--- config.mk ---
export PLATFORM = sky130hd
export DESIGN_NAME = pio_edge_ctrl
export DESIGN_NICKNAME = d
export VERILOG_FILES = /design/src/rtl/pio_pkg.sv /design/src/rtl/pio_in_sync.sv /design/src/rtl/pio_edge_sel.sv /design/src/rtl/pio_edge_ctrl.sv
export SDC_FILE = /design/constraint.sdc
export NUM_CORES = 1
export LEC_CHECK = 0
export ABC_AREA = 1
export ABC_CLOCK_PERIOD_IN_PS = 1400
export BUFFER_PORTS_ARGS = -buffer_cell sky130_fd_sc_hd__buf_2
export CAP_MARGIN = 10
export CORE_MARGIN = 2
export CORE_UTILIZATION = 40
export CTS_BUF_LIST = sky130_fd_sc_hd__clkbuf_4 sky130_fd_sc_hd__clkbuf_8
export DETAILED_ROUTE_END_ITERATION = 6
export MAX_ROUTING_LAYER = met4
export SETUP_SLACK_MARGIN = 0.02
export SLEW_MARGIN = 20
export SYNTH_ARGS = -nofsm -noshare
export SYNTH_HDL_FRONTEND = slang
export SYNTH_HIERARCHICAL = 1
export SYNTH_SLANG_ARGS = --single-unit
--- constraint.sdc ---
create_clock -name clk -period 1.4 [get_ports clk]
set_input_delay 0.07 -clock clk [delete_from_list [all_inputs] [get_ports clk]]
set_output_delay 0.07 -clock clk [all_outputs]
set_load 0.005 [all_outputs]
--- src/rtl/pio_pkg.sv ---
package pio_pkg;
    localparam int ADDR_W = 5;

    localparam logic [ADDR_W-1:0] OFF_DIR   = 5'h00;
    localparam logic [ADDR_W-1:0] OFF_RSV   = 5'h04;
    localparam logic [ADDR_W-1:0] OFF_DAT   = 5'h08;
    localparam logic [ADDR_W-1:0] OFF_EVT   = 5'h0C;
    localparam logic [ADDR_W-1:0] OFF_MSK   = 5'h10;
    localparam logic [ADDR_W-1:0] OFF_SNS_A = 5'h14;
    localparam logic [ADDR_W-1:0] OFF_SNS_B = 5'h18;

    typedef enum logic [1:0] {
        SNS_BOTH = 2'b00,
        SNS_RISE = 2'b01,
        SNS_FALL = 2'b10,
        SNS_OFF  = 2'b11
    } sense_t;
endpackage

--- src/rtl/pio_in_sync.sv ---
module pio_in_sync #(
    parameter int NPINS = 32
) (
    input  logic             clk,
    input  logic             rst_n,
    input  logic [NPINS-1:0] pin_in,
    output logic [NPINS-1:0] lvl,
    output logic [NPINS-1:0] rise,
    output logic [NPINS-1:0] fall
);
    typedef struct packed {
        logic [NPINS-1:0] s1;
        logic [NPINS-1:0] s2;
        logic [NPINS-1:0] prev;
    } sync_t;

    sync_t sy_d, sy_q;

    always_comb begin
        sy_d      = sy_q;
        sy_d.s1   = pin_in;
        sy_d.s2   = sy_q.s1;
        sy_d.prev = sy_q.s2;
    end

    always_ff @(posedge clk or negedge rst_n) begin
        if (!rst_n) sy_q <= '0;
        else        sy_q <= sy_d;
    end

    assign lvl  = sy_q.s2;
    assign rise = sy_q.s2 & ~sy_q.prev;
    assign fall = ~sy_q.s2 & sy_q.prev;

    // the synchronized level follows the first stage one cycle later
    a_r4_sync_chain: assert property (@(posedge clk) disable iff (!rst_n)
        1'b1 |=> (lvl == $past(sy_q.s1)));
endmodule

--- src/rtl/pio_edge_sel.sv ---
module pio_edge_sel
    import pio_pkg::*;
#(
    parameter int NPINS      = 32,
    parameter bit WIDE_SENSE = 1'b1
) (
    input  logic             clk,
    input  logic             rst_n,
    input  logic [NPINS-1:0] rise,
    input  logic [NPINS-1:0] fall,
    input  logic [NPINS-1:0] sns_a,
    input  logic [NPINS-1:0] sns_b,
    output logic [NPINS-1:0] hit
);
    localparam int HALF = NPINS / 2;

    for (genvar p = 0; p < NPINS; p++) begin : g_pin
        if (WIDE_SENSE) begin : g_wide
            logic [1:0] fld;
            if (p < HALF) begin : g_lo
                assign fld = sns_a[(HALF-1-p)*2 +: 2];
            end else begin : g_hi
                assign fld = sns_b[(HALF-1-(p-HALF))*2 +: 2];
            end
            always_comb begin
                case (fld)
                    SNS_FALL: hit[p] = fall[p];
                    SNS_RISE: hit[p] = rise[p];
                    SNS_BOTH: hit[p] = rise[p] | fall[p];
                    default:  hit[p] = 1'b0;
                endcase
            end
        end else begin : g_narrow
            assign hit[p] = sns_a[NPINS-1-p] ? fall[p] : (rise[p] | fall[p]);
        end
    end

    // a qualified hit always comes from a real transition
    a_r9_hit_needs_edge: assert property (@(posedge clk) disable iff (!rst_n)
        (hit & ~(rise | fall)) == '0);
endmodule

--- src/rtl/pio_edge_ctrl.sv ---
module pio_edge_ctrl
    import pio_pkg::*;
#(
    parameter int NPINS      = 32,
    parameter bit WIDE_SENSE = 1'b1,
    parameter int RO_PINS    = 4
) (
    input  logic              clk,
    input  logic              rst_n,
    input  logic              bus_en,
    input  logic              bus_we,
    input  logic [ADDR_W-1:0] bus_addr,
    input  logic [NPINS-1:0]  bus_wdata,
    output logic [NPINS-1:0]  bus_rdata,
    input  logic [NPINS-1:0]  pin_in,
    output logic [NPINS-1:0]  pin_out,
    output logic [NPINS-1:0]  pin_oe,
    output logic              irq
);
    localparam logic [NPINS-1:0] ALL_ONES  = '1;
    localparam logic [NPINS-1:0] DIR_WMASK = WIDE_SENSE ? (ALL_ONES << RO_PINS) : ALL_ONES;

    typedef struct packed {
        logic [NPINS-1:0] dir;
        logic [NPINS-1:0] dat;
        logic [NPINS-1:0] evt;
        logic [NPINS-1:0] msk;
        logic [NPINS-1:0] sns_a;
        logic [NPINS-1:0] sns_b;
    } regs_t;

    regs_t r_d, r_q;

    logic [NPINS-1:0] lvl_p, rise_p, fall_p, hit_p;
    logic [NPINS-1:0] lvl_r, hit_r, evt_set, evt_clr;
    logic             wr;

    pio_in_sync #(.NPINS(NPINS)) u_sync (
        .clk    (clk),
        .rst_n  (rst_n),
        .pin_in (pin_in),
        .lvl    (lvl_p),
        .rise   (rise_p),
        .fall   (fall_p)
    );

    pio_edge_sel #(.NPINS(NPINS), .WIDE_SENSE(WIDE_SENSE)) u_sel (
        .clk   (clk),
        .rst_n (rst_n),
        .rise  (rise_p),
        .fall  (fall_p),
        .sns_a (r_q.sns_a),
        .sns_b (r_q.sns_b),
        .hit   (hit_p)
    );

    // pin n <-> register bit NPINS-1-n
    for (genvar n = 0; n < NPINS; n++) begin : g_map
        assign lvl_r[NPINS-1-n] = lvl_p[n];
        assign hit_r[NPINS-1-n] = hit_p[n];
        assign pin_out[n]       = r_q.dat[NPINS-1-n];
        assign pin_oe[n]        = r_q.dir[NPINS-1-n];
    end

    assign wr      = bus_en & bus_we;
    assign evt_set = hit_r & ~r_q.dir;
    assign evt_clr = (wr && bus_addr == OFF_EVT) ? bus_wdata : '0;

    always_comb begin
        r_d = r_q;
        if (wr) begin
            case (bus_addr)
                OFF_DIR:   r_d.dir   = bus_wdata & DIR_WMASK;
                OFF_DAT:   r_d.dat   = bus_wdata;
                OFF_MSK:   r_d.msk   = bus_wdata;
                OFF_SNS_A: r_d.sns_a = bus_wdata;
                OFF_SNS_B: if (WIDE_SENSE) r_d.sns_b = bus_wdata;
                default:   ;
            endcase
        end
        // set wins over clear
        r_d.evt = (r_q.evt & ~evt_clr) | evt_set;
    end

    always_ff @(posedge clk or negedge rst_n) begin
        if (!rst_n) r_q <= '0;
        else        r_q <= r_d;
    end

    always_comb begin
        case (bus_addr)
            OFF_DIR:   bus_rdata = r_q.dir;
            OFF_DAT:   bus_rdata = (r_q.dat & r_q.dir) | (lvl_r & ~r_q.dir);
            OFF_EVT:   bus_rdata = r_q.evt;
            OFF_MSK:   bus_rdata = r_q.msk;
            OFF_SNS_A: bus_rdata = r_q.sns_a;
            OFF_SNS_B: bus_rdata = WIDE_SENSE ? r_q.sns_b : '0;
            default:   bus_rdata = '0;
        endcase
    end

    assign irq = |(r_q.evt & r_q.msk);

    // bits written as 1 are cleared unless a new event lands on them
    a_r5_w1c_clears: assert property (@(posedge clk) disable iff (!rst_n)
        (wr && bus_addr == OFF_EVT) |=> ((r_q.evt & $past(bus_wdata) & ~$past(evt_set)) == '0));

    // a qualified transition is never lost
    a_r11_set_wins: assert property (@(posedge clk) disable iff (!rst_n)
        (evt_set != '0) |=> ((r_q.evt & $past(evt_set)) == $past(evt_set)));

    // output pins gain no new events
    a_r7_out_no_event: assert property (@(posedge clk) disable iff (!rst_n)
        1'b1 |=> ((r_q.evt & ~$past(r_q.evt) & $past(r_q.dir)) == '0));

    // interrupt needs both a pending event and an enabled mask bit
    a_r6_irq_masked: assert property (@(posedge clk) disable iff (!rst_n)
        ((r_q.msk == '0) || (r_q.evt == '0)) |-> !irq);

    if (WIDE_SENSE) begin : g_ro_chk
        // the top pins are never driven
        a_r10_ro_pins: assert property (@(posedge clk) disable iff (!rst_n)
            pin_oe[NPINS-1 -: RO_PINS] == '0);
    end
endmodule

**Word-level counts from Yosys, hierarchy flattened**

Index checks and enable logic that the tools add are counted.

- Register bits after elaboration: 284
- Output and inout bits: 97
- Input bits: 73
- Logic and storage cells: 198

- Bitwise gates (word level): 46
- Reduce and logical (&&, ||, !) cells: 40
- Eq/ne operators: 69
- Mux-type cells: 34

Operators by type and width:

| kind | number |
|---|---|
| AND 32 bit | 7 |
| case mux 32 bit (6 select lines) | 1 |
| inverter 32 bit | 4 |
| case mux 1 bit (3 select lines) | 32 |
| equality test 2 x 1 -> 1 bit, second input constant | 32 |
| equality test 2 bit, second input constant | 32 |
| logical NOT 2 bit | 32 |
| bitwise OR 32 bit | 2 |
| 2-to-1 mux 32 bit | 1 |
| bitwise OR 1 bit | 32 |
| OR reduction 32 bit | 1 |
| equality test 5 bit, second input constant | 3 |
| equality test 5 x 4 -> 1 bit, second input constant | 2 |
| AND reduction 2 bit | 5 |
| logical NOT 5 bit | 1 |
| AND 1 bit | 1 |
| logical AND 1 bit | 1 |

**Logic depth before layout (Yosys ltp)**

Gate-level depths: netlist of the first run.

- Depth in word-level cells: 6
- Gate-level depth with buffers: 8
- Gate-level depth less buffers: 7

**Cells and area by module**

Netlist of the first run, hierarchy kept.

By module, submodules not included:

| module | sequential area each (sq um) | cells each | area each (sq um) | instances |
|---|---|---|---|---|
| pio_edge_ctrl | 4704.5 | 1386 | 10334.9 | 1 |
| pio_in_sync | 2402.3 | 256 | 3123.0 | 1 |
| pio_edge_sel | 0.0 | 160 | 600.6 | 1 |

**Worst setup path after synthesis of the first run**

No wires, ideal clock.

- Path type: register -> output
- Start: register u_sync.sy_q (netlist bit u_sync/lvl[8])
- End: output bus_rdata[23]
- Stages on the path, launching flop included: 7
- Path buffers: 1
- Required time: 1.330 ns
- Data arrival time: 1.041 ns
- Setup slack: 0.289 ns
- Cells stage by stage: dfrtp_1 -> buf_4 -> or2_2 -> o21ai_0 -> nor2_1 -> nor2_1 -> nand2_1

- Longest elaborated chain between the ends: 3

RTL lines:

| what | line | text |
|---|---|---|
| start: declaration | pio_in_sync.sv:17 | `sync_t sy_d, sy_q;` |
| start signal: assignment | pio_in_sync.sv:28 | `else sy_q <= sy_d;` |
| AND 32 bit | pio_edge_ctrl.sv:93 | `OFF_DAT: bus_rdata = (r_q.dat & r_q.dir) \| (lvl_r & ~r_q.dir);` |
| bitwise OR 32 bit | pio_edge_ctrl.sv:93 |  |
| case mux 32 bit (6 select lines) | pio_edge_ctrl.sv:91 | `case (bus_addr)` |
| end: declaration | pio_edge_ctrl.sv:14 | `output logic [NPINS-1:0] bus_rdata,` |

Every way passes these cells.

**Final worst setup path of the first run**

- Start: register r_q (netlist bit pin_oe[0])
- End: output bus_rdata[31]

- Longest elaborated chain between the ends: 4
- Elaborated cells between the ends (all ways): 5
- Those cells by class: mux: 1; bitwise: 4

RTL lines:

| what | line | text |
|---|---|---|
| start: declaration | pio_edge_ctrl.sv:32 | `regs_t r_d, r_q;` |
| start signal: assignment | pio_edge_ctrl.sv:87 | `else r_q <= r_d;` |
| inverter 32 bit | pio_edge_ctrl.sv:93 |  |
| AND 32 bit | pio_edge_ctrl.sv:93 |  |
| bitwise OR 32 bit | pio_edge_ctrl.sv:93 |  |
| case mux 32 bit (6 select lines) * | pio_edge_ctrl.sv:91 |  |

Mark *: on every way between the ends. The rest lies on a longest branch, timed or not.

==> metrics.log, run 1 <==
[metrics] Final HPWL DP: 29080 um
[metrics] met2 wire len: 19960 um
[metrics] chain of cells forming the critical path: or2_4 > o21ai_2 > nor2_1 > nor2_1 > nand2_1 > buf_2
[metrics] clock slew seen by the registers of the worst setup and hold paths: 0.06 ns
[metrics] portion of the post-synthesis area used by sequential elements: 50.55%
[metrics] switching power total: 6095 uW
[metrics] CP Buf/Inv Count: 1
[metrics] Mapped Cells: 1802
[metrics] Fillers: 3370
[metrics] violations in the final reports: setup timing
[metrics] Met1 Routed Length: 18980 um
[metrics] critical-path cell with the highest stage delay: sky130_fd_sc_hd__dfrtp_1
[metrics] unrepaired setup endpoints after global routing: yes
[metrics] Global Route Usage Sum: 24.55%
[metrics] number of vias in the routed layout: 12380
[metrics] worst hold slack: 0.07677 ns
[metrics] number of max-slew violations in the final report: 0
[metrics] maximum clock frequency: 541.4 MHz
[metrics] wire length of the first global-routing pass: 66790 um
[metrics] final-layout setup total negative slack: -8.195 ns
[metrics] detailed-routing iteration count for the pre-antenna-repair pass: 5
[metrics] vias in the first global route: 12150
[metrics] crit share post-route: 131.9%
[metrics] cell seen most often among critical-path stages: sky130_fd_sc_hd__nor2_1
[metrics] max-capacitance violation count: 0
[metrics] gp weighted congestion: 0.8883
[metrics] post-route antenna net violation count: 0
[metrics] Clk network pwr share: 39.3%
[metrics] kind of path behind the tightest hold check: in2reg
[metrics] starting utilization of the core area: 40.70%
[metrics] Final Net Count: 2119
[metrics] crit path setup slack, layout: -0.4470 ns
[metrics] library cell occupying the most area in the post-synthesis netlist: sky130_fd_sc_hd__dfrtp_1
[metrics] Comb power frac: 15.8%
[metrics] number of warnings reported in the yosys synthesis log: 6
[metrics] Routed wire per std cell: 17.00 um
[metrics] Sw Ratio: 28.57%
[metrics] total clock sinks: 284
[metrics] routed length on met3: 3024 um
[metrics] required time at the endpoint of the critical path: 1.33 ns
[metrics] final hold vios: 0
[metrics] fraction of synthesis flops using an asynchronous set or reset pin: 100.0%
[metrics] area share of the largest cell type after synthesis: 50.55%
[metrics] maximum level of the CTS H-tree: 2
[metrics] kind of end point of the critical path: primary output
[metrics] number of distinct library cells after synthesis: 26
[metrics] aggregate routed wire length: 43140 um
[metrics] buffer type at the clock tree root: sky130_fd_sc_hd__clkbuf_8
[metrics] pre-CTS setup slack: -0.03769 ns
[metrics] largest stage delay on the critical path: 0.41 ns
[metrics] average cell area after synthesis: 7.802 sq um
[metrics] Chip Height: 191.5 um
[metrics] post-layout minimum cycle time: 1.847 ns
[metrics] die span in x: 191.5 um
[metrics] initial antenna violation count: 2
[metrics] crit-path max FO: 3
[metrics] number of failing setup endpoints in the final timing report: 38
[metrics] Buffers on Ports: 165
[metrics] maximum resistive drop on vdd: 0.0008629 V
[metrics] total gr overflow: 0
[metrics] total DRC errors in the routed layout: 0
[metrics] cell family with most CP delay: simple AND/OR/NAND/NOR gates
[metrics] maximum number of pins on one net before global-route repair: 66
[metrics] clk_skew: 0.02808 ns
[metrics] detailed router's first-iteration violation count: 888
[metrics] static leakage: 0.009340 uW
[metrics] clock tree from TritonCTS: yes
[metrics] die outline area: 36660 sq um
[metrics] dominant register cell in the synthesized netlist: sky130_fd_sc_hd__dfrtp_1
[metrics] number of flip-flops and latches in the synthesized netlist: 284
[metrics] maximum count of clock buffers along a single path: 3
[metrics] I/O pin total: 170
[metrics] area added between synthesis and finish: 26.08%
[metrics] clk_lat worst skew: 0.63 ns
[metrics] multi-input logic area: 5037 sq um
[metrics] most instantiated library cell after synthesis: sky130_fd_sc_hd__nand2_1
[metrics] Final Power: 21340 uW
[metrics] critical path type: reg2out
[metrics] via density per instance: 4.878
[metrics] Max Used Layer: met4
[metrics] cell-internal power: 15240 uW
[metrics] placeable core area: 34540 sq um
[metrics] largest cells by area after synthesis: sky130_fd_sc_hd__dfrtp_1 (51%), sky130_fd_sc_hd__nand2_1 (15%), sky130_fd_sc_hd__inv_1 (6.1%), sky130_fd_sc_hd__nand4_1 (5.6%), sky130_fd_sc_hd__buf_4 (5.6%)
[metrics] Worst setup SP type: flip-flop
[metrics] synthesized area: 14060 sq um
[metrics] area used by sequential logic in the layout: 7123 sq um
[metrics] portion of total power attributed to sequential cells: 44.9%
[metrics] number of enable flip-flop cells after synthesis: 0
[metrics] total CTS buffers: 50
[metrics] pwr dens: 1204 nW/um^2
[metrics] Arrival @ worst endpoint: 1.78 ns
[metrics] share of post-route cells with drive strength above 1: 23.16%
[metrics] commonest cells in the netlist: sky130_fd_sc_hd__nand2_1 (578), sky130_fd_sc_hd__dfrtp_1 (284), sky130_fd_sc_hd__inv_1 (228), sky130_fd_sc_hd__nor2_1 (196), sky130_fd_sc_hd__nand4_1 (125)
[metrics] standard-cell row count: 68
[metrics] run status: finished, violations left
[registers in the layout (all words and copies together), names as in the netlist]
signal / count
pin_out: 32
pin_oe: 28
u_sync/lvl: 32
u_sync/sy_d: 32
u_sync/sy_q: 32
r_q: 128
[final cells by class]
type                    instances  area share, %
flip-flops and latches        284          40.19
well taps                     455          3.212
clock buffers                  78          5.704
multi-input cells            1111          28.42
repair buffers                367          17.10
clock inverters                 9         0.4377
diodes                          2        0.02824
inverters                     232          4.913
[cell usage in the layout (no fill, tap or decap), drive strengths merged]
master	n
or2	8
conb	4
nand3	5
nand2	579
o21ai	184
nand4	127
dfrtp	284
clkinv	7
clkbuf	78
dlymetal6s4s	1
diode	2
a21boi	2
dlygate4sd3	67
nor2	201
inv	233
buf	299
a21oi	1
bufinv	1
[worst reg2reg max path, cell delays in order (launching register included)]
cell	delay (ns)
sky130_fd_sc_hd__dfrtp_2	0.44
sky130_fd_sc_hd__buf_4	0.17
sky130_fd_sc_hd__nor2_1	0.11
sky130_fd_sc_hd__nand2_1	0.07
sky130_fd_sc_hd__nand2_1	0.13
sky130_fd_sc_hd__nand2_1	0.07
sky130_fd_sc_hd__nand2_1	0.06
[power groups by stage]
stage | combinational [uW] | sequential (uW) | clock, uW
after global placement | 2590 | 9700 | 0
after global routing | 3780 | 9660 | 8900
after detailed placement | 2630 | 9730 | 0
after floorplan | 1830 | 9510 | 0
final | 3370 | 9570 | 8390
after CTS | 3200 | 9540 | 8540
[final timing paths]
kind,startpoint,to,slack (ns),cells past startpoint
worst max-delay path,pin_oe[0],bus_rdata[31],-0.45,6
worst max register to register,u_sync/lvl[24],r_q[103],0.30,6
min in group asynchronous,rst_n,r_q[113],0.45,3
worst min register to register,u_sync/sy_d[59],u_sync/lvl[27],0.34,0
max in group asynchronous,rst_n,u_sync/sy_q[3],0.29,4
worst min-delay path,pin_in[0],u_sync/sy_d[32],0.08,2
[kinds of logic (layout without fill, tap and decap cells)]
family                 after synthesis  count (layout)  share of synthesized area [%]
AND/OR/NAND/NOR                    920             920                          27.41
buffers and inverters              410             686                          14.46
AO/OA/AOI/OAI                      187             187                          7.547
flip-flops                         284             284                          50.55
other                                1               6                        0.02667
[routing by layer]
| metal | up-vias | GRT usage, % |
|---|---|---|
| li1 | 6016 | - |
| met1 | 5822 | 31.81 |
| met2 | 455 | 38.28 |
| met3 | 87 | 4.700 |
| met4 | 0 | 9.083 |
| met5 | - | - |
[repair_timing]
action | in CTS | in global routing
hold endpoints to repair | 504 | 15
pin swaps | 94 | 38
resized for setup | 71 | 48
buffers inserted | 59 | 16
endpoints found under the setup margin | 35 | 65
hold buffers | 68 | 1
[metrics by stage]
stage          utilization (%)  area [sq um]  instances
4_1_cts                  50.46         17430       2523
6_report                 51.31         17720       2538
3_3_place_gp             43.72         15100       2310
2_1_floorplan                -         14070       1805
5_1_grt                  51.31         17720       2538
3_5_place_dp             43.72         15100       2310
Note: power is estimated with default switching activity, not from simulation.
==> run 2: changes to the inputs <==
--- a/config.mk
+++ b/config.mk
@@ -6,7 +6,7 @@
 export NUM_CORES = 1
 export LEC_CHECK = 0
 export ABC_AREA = 1
-export ABC_CLOCK_PERIOD_IN_PS = 1400
+export ABC_CLOCK_PERIOD_IN_PS = 2200
 export BUFFER_PORTS_ARGS = -buffer_cell sky130_fd_sc_hd__buf_2
 export CAP_MARGIN = 10
 export CORE_MARGIN = 2
==> constraint.sdc (replaced) <==
create_clock -name clk -period 2.2 [get_ports clk]
set_input_delay 0.11 -clock clk [delete_from_list [all_inputs] [get_ports clk]]
set_output_delay 0.11 -clock clk [all_outputs]
set_load 0.005 [all_outputs]
==> metrics.log, run 2 (synthesis gave the netlist of run 1 again) <==
[metrics] run status: completed
[metrics] Finished Cell Area: 16450 sq um (-7.2%)
[metrics] pwr dens: 784.8 nW/um^2 (-35%)
[metrics] clk_skew: 0.01441 ns (-0.01367 ns)
[metrics] wire length of the first global-routing pass: 64200 um (-3.9%)
[metrics] crit-path max FO: 5 (+2)
[metrics] vias in the first global route: 11430 (-5.9%)
[metrics] maximum number of pins on one net before global-route repair: 71 (+7.6%)
[metrics] clock slew seen by the registers of the worst setup and hold paths: 0.05 ns (about the same)
[metrics] worst hold slack: 0.07099 ns (-0.005784 ns)
[metrics] Final HPWL DP: 28150 um (-3.2%)
[metrics] total CTS buffers: 50 (unchanged)
[metrics] area used by sequential logic in the layout: 7107 sq um (-0.23%)
[metrics] I/O pin total: 170 (unchanged)
[metrics] post-layout minimum cycle time: 1.983 ns
[metrics] total DRC errors in the routed layout: 0 (unchanged)
[metrics] standard-cell row count: 68 (unchanged)
[metrics] Arrival @ worst endpoint: 1.87 ns (+0.09 ns)
[metrics] kind of path behind the tightest hold check: in2async
[metrics] crit share post-route: 90.12%
[metrics] final-layout setup total negative slack: 0 ns (+8.195 ns)
[metrics] buffer type at the clock tree root: sky130_fd_sc_hd__clkbuf_8
[metrics] cell seen most often among critical-path stages: sky130_fd_sc_hd__nor2_1
[metrics] largest stage delay on the critical path: 0.43 ns (+0.02 ns)
[metrics] maximum clock frequency: 504.4 MHz
[metrics] Largest register FFs: 128 (unchanged)
[metrics] Routed wire per std cell: 16.85 um (-0.85%)
[metrics] maximum resistive drop on vdd: 0.0004470 V (-48%)
[metrics] number of max-slew violations in the final report: 0 (unchanged)
[metrics] number of post-CTS setup repair buffers: 0 (-100%)
[metrics] die outline area: 36660 sq um (unchanged)
[metrics] maximum count of clock buffers along a single path: 3 (unchanged)
[metrics] total gr overflow: 0 (unchanged)
[metrics] clock tree from TritonCTS: yes
[metrics] share of post-route cells with drive strength above 1: 17.62% (-5.5 points)
[metrics] Final Net Count: 2026 (-4.4%)
[metrics] Buffers on Ports: 165 (unchanged)
[metrics] maximum level of the CTS H-tree: 2 (unchanged)
[metrics] number of failing setup endpoints in the final timing report: 0 (-100%)
[metrics] placed cell areas: 14750 sq um (-2.4%)
[metrics] final hold vios: 0 (unchanged)
[metrics] aggregate routed wire length: 41170 um (-4.6%)
[metrics] Final Power: 12910 uW (-39%)
[metrics] critical path type: reg2out
[metrics] quantity of gates resized following cts: 0 (-100%)
[metrics] Global Route Usage Sum: 23.61% (-0.93 points)
[metrics] placed cells: 2291 (-0.82%)
[metrics] Worst setup SP type: flip-flop
[metrics] die span in x: 191.5 um (unchanged)
[metrics] detailed-routing iteration count for the pre-antenna-repair pass: 5 (unchanged)
[metrics] via density per instance: 4.889 (+0.22%)
[metrics] number of vias in the routed layout: 11940 (-3.5%)
[metrics] post-route antenna net violation count: 0 (unchanged)
[metrics] max-capacitance violation count: 0 (unchanged)
[metrics] Fillers: 3452 (+2.4%)
[metrics] kind of end point of the critical path: primary output
[metrics] clk_lat worst skew: 0.60 ns (-0.03 ns)
[metrics] slew at the pin with the worst max-slew slack: 0.5603 ns
[metrics] relative max-transition margin: 62.56%
[metrics] static leakage: 0.008721 uW (-6.6%)
[metrics] multi-input logic area: 4935 sq um (-2.0%)
[metrics] Most flops, register: r_q
[metrics] total clock sinks: 284 (unchanged)
[metrics] Chip Height: 191.5 um (unchanged)
[metrics] area added between synthesis and finish: 17.00%
[metrics] chain of cells forming the critical path: or2_2 > o21ai_0 > nor2_1 > nor2_1 > nand2_1 > buf_2
[metrics] placeable core area: 34540 sq um (unchanged)
[metrics] gp weighted congestion: 0.8510 (-4.2%)
[metrics] commonest non-fill, non-tap cell in the layout: sky130_fd_sc_hd__nand2_1
[metrics] leading cell types in the layout, fill and taps excluded: sky130_fd_sc_hd__nand2_1 (577), sky130_fd_sc_hd__dfrtp_1 (284), sky130_fd_sc_hd__inv_1 (228)
[metrics] required time at the endpoint of the critical path: 2.09 ns (+0.76 ns)
[metrics] critical-path cell with the highest stage delay: sky130_fd_sc_hd__dfrtp_1
[metrics] starting utilization of the core area: 40.70% (unchanged)
[metrics] initial antenna violation count: 3 (+1)
[metrics] detailed router's first-iteration violation count: 874 (-1.6%)
[metrics] Layout Cells excl Fill: 2443 (-3.7%)
[metrics] unrepaired setup endpoints after global routing: no
[run 2: cell count changes in the layout (fill, tap and decap cells not counted), sizes merged]
cell	change
buf	-90
clkbuf	+2
clkinv	-2
dlygate4sd3	-2
dlymetal6s4s	-1
inv	-2
[run 2: cell type report]
cell class                      instances  share of cell area [%]
Antenna cell                            2                 0.03043
Clock inverter                          5                  0.3043
Sequential cell                       284                   43.21
Tap cell                              455                   3.461
Clock buffer                           80                   6.047
Inverter                              232                   5.294
Multi-Input combinational cell       1111                   30.00
Timing Repair Buffer                  274                   11.65
[run 2: metrics by stage]
| step | util, % | setup WS (ns) |
|---|---|---|
| CTS | 47.60 | 0.1994 |
| global route | 47.62 | 0.08948 |
| floorplan | - | 1.049 |
| detailed placement | 42.69 | 0.4938 |
| global placement | 42.69 | 0.4840 |
| finish | 47.62 | 0.2173 |
[run 2: path summary, 6_finish.rpt]
path | from | to | slack (ns) | cells past startpoint
max | pin_oe[8] | bus_rdata[23] | 0.22 | 6
max reg2reg | u_sync/lvl[24] | r_q[103] | 1.10 | 6
max in group asynchronous | rst_n | u_sync/sy_d[54] | 1.30 | 4
min reg2reg | u_sync/sy_d[59] | u_sync/lvl[27] | 0.35 | 0
min | rst_n | u_sync/sy_d[57] | 0.07 | 2
min in group clk | pin_in[5] | u_sync/sy_d[37] | 0.16 | 2
[run 2: metal layers]
metal	global-route usage, %	vias to the layer above	wire length [um]
met5	-	-	0
met4	7.781	0	1107
met3	5.030	83	3122
met2	36.28	419	18850
met1	31.12	5620	18090
li1	-	5821	-
[run 2: critical path: cells and delay by family (launching register included)]
family / cells / cell delay, ns
simple gates: 4 / 0.59
flops: 1 / 0.43
buf+inv: 1 / 0.15
compound gates: 1 / 0.12
[run 2: what timing repair did]
| action | in CTS | in global routing |
|---|---|---|
| hold buffers | 65 | 0 |
| endpoints found under the hold margin | 490 | 0 |
| setup endpoints to repair | 0 | 0 |
[run 2: power breakdown]
| group | total [uW] | internal [uW] | switching (uW) |
|---|---|---|---|
| Combinational | 1700 | 663 | 1030 |
| Sequential | 6110 | 5700 | 412 |
| Clock | 5110 | 2950 | 2160 |
| Total | 12900 | 9310 | 3600 |
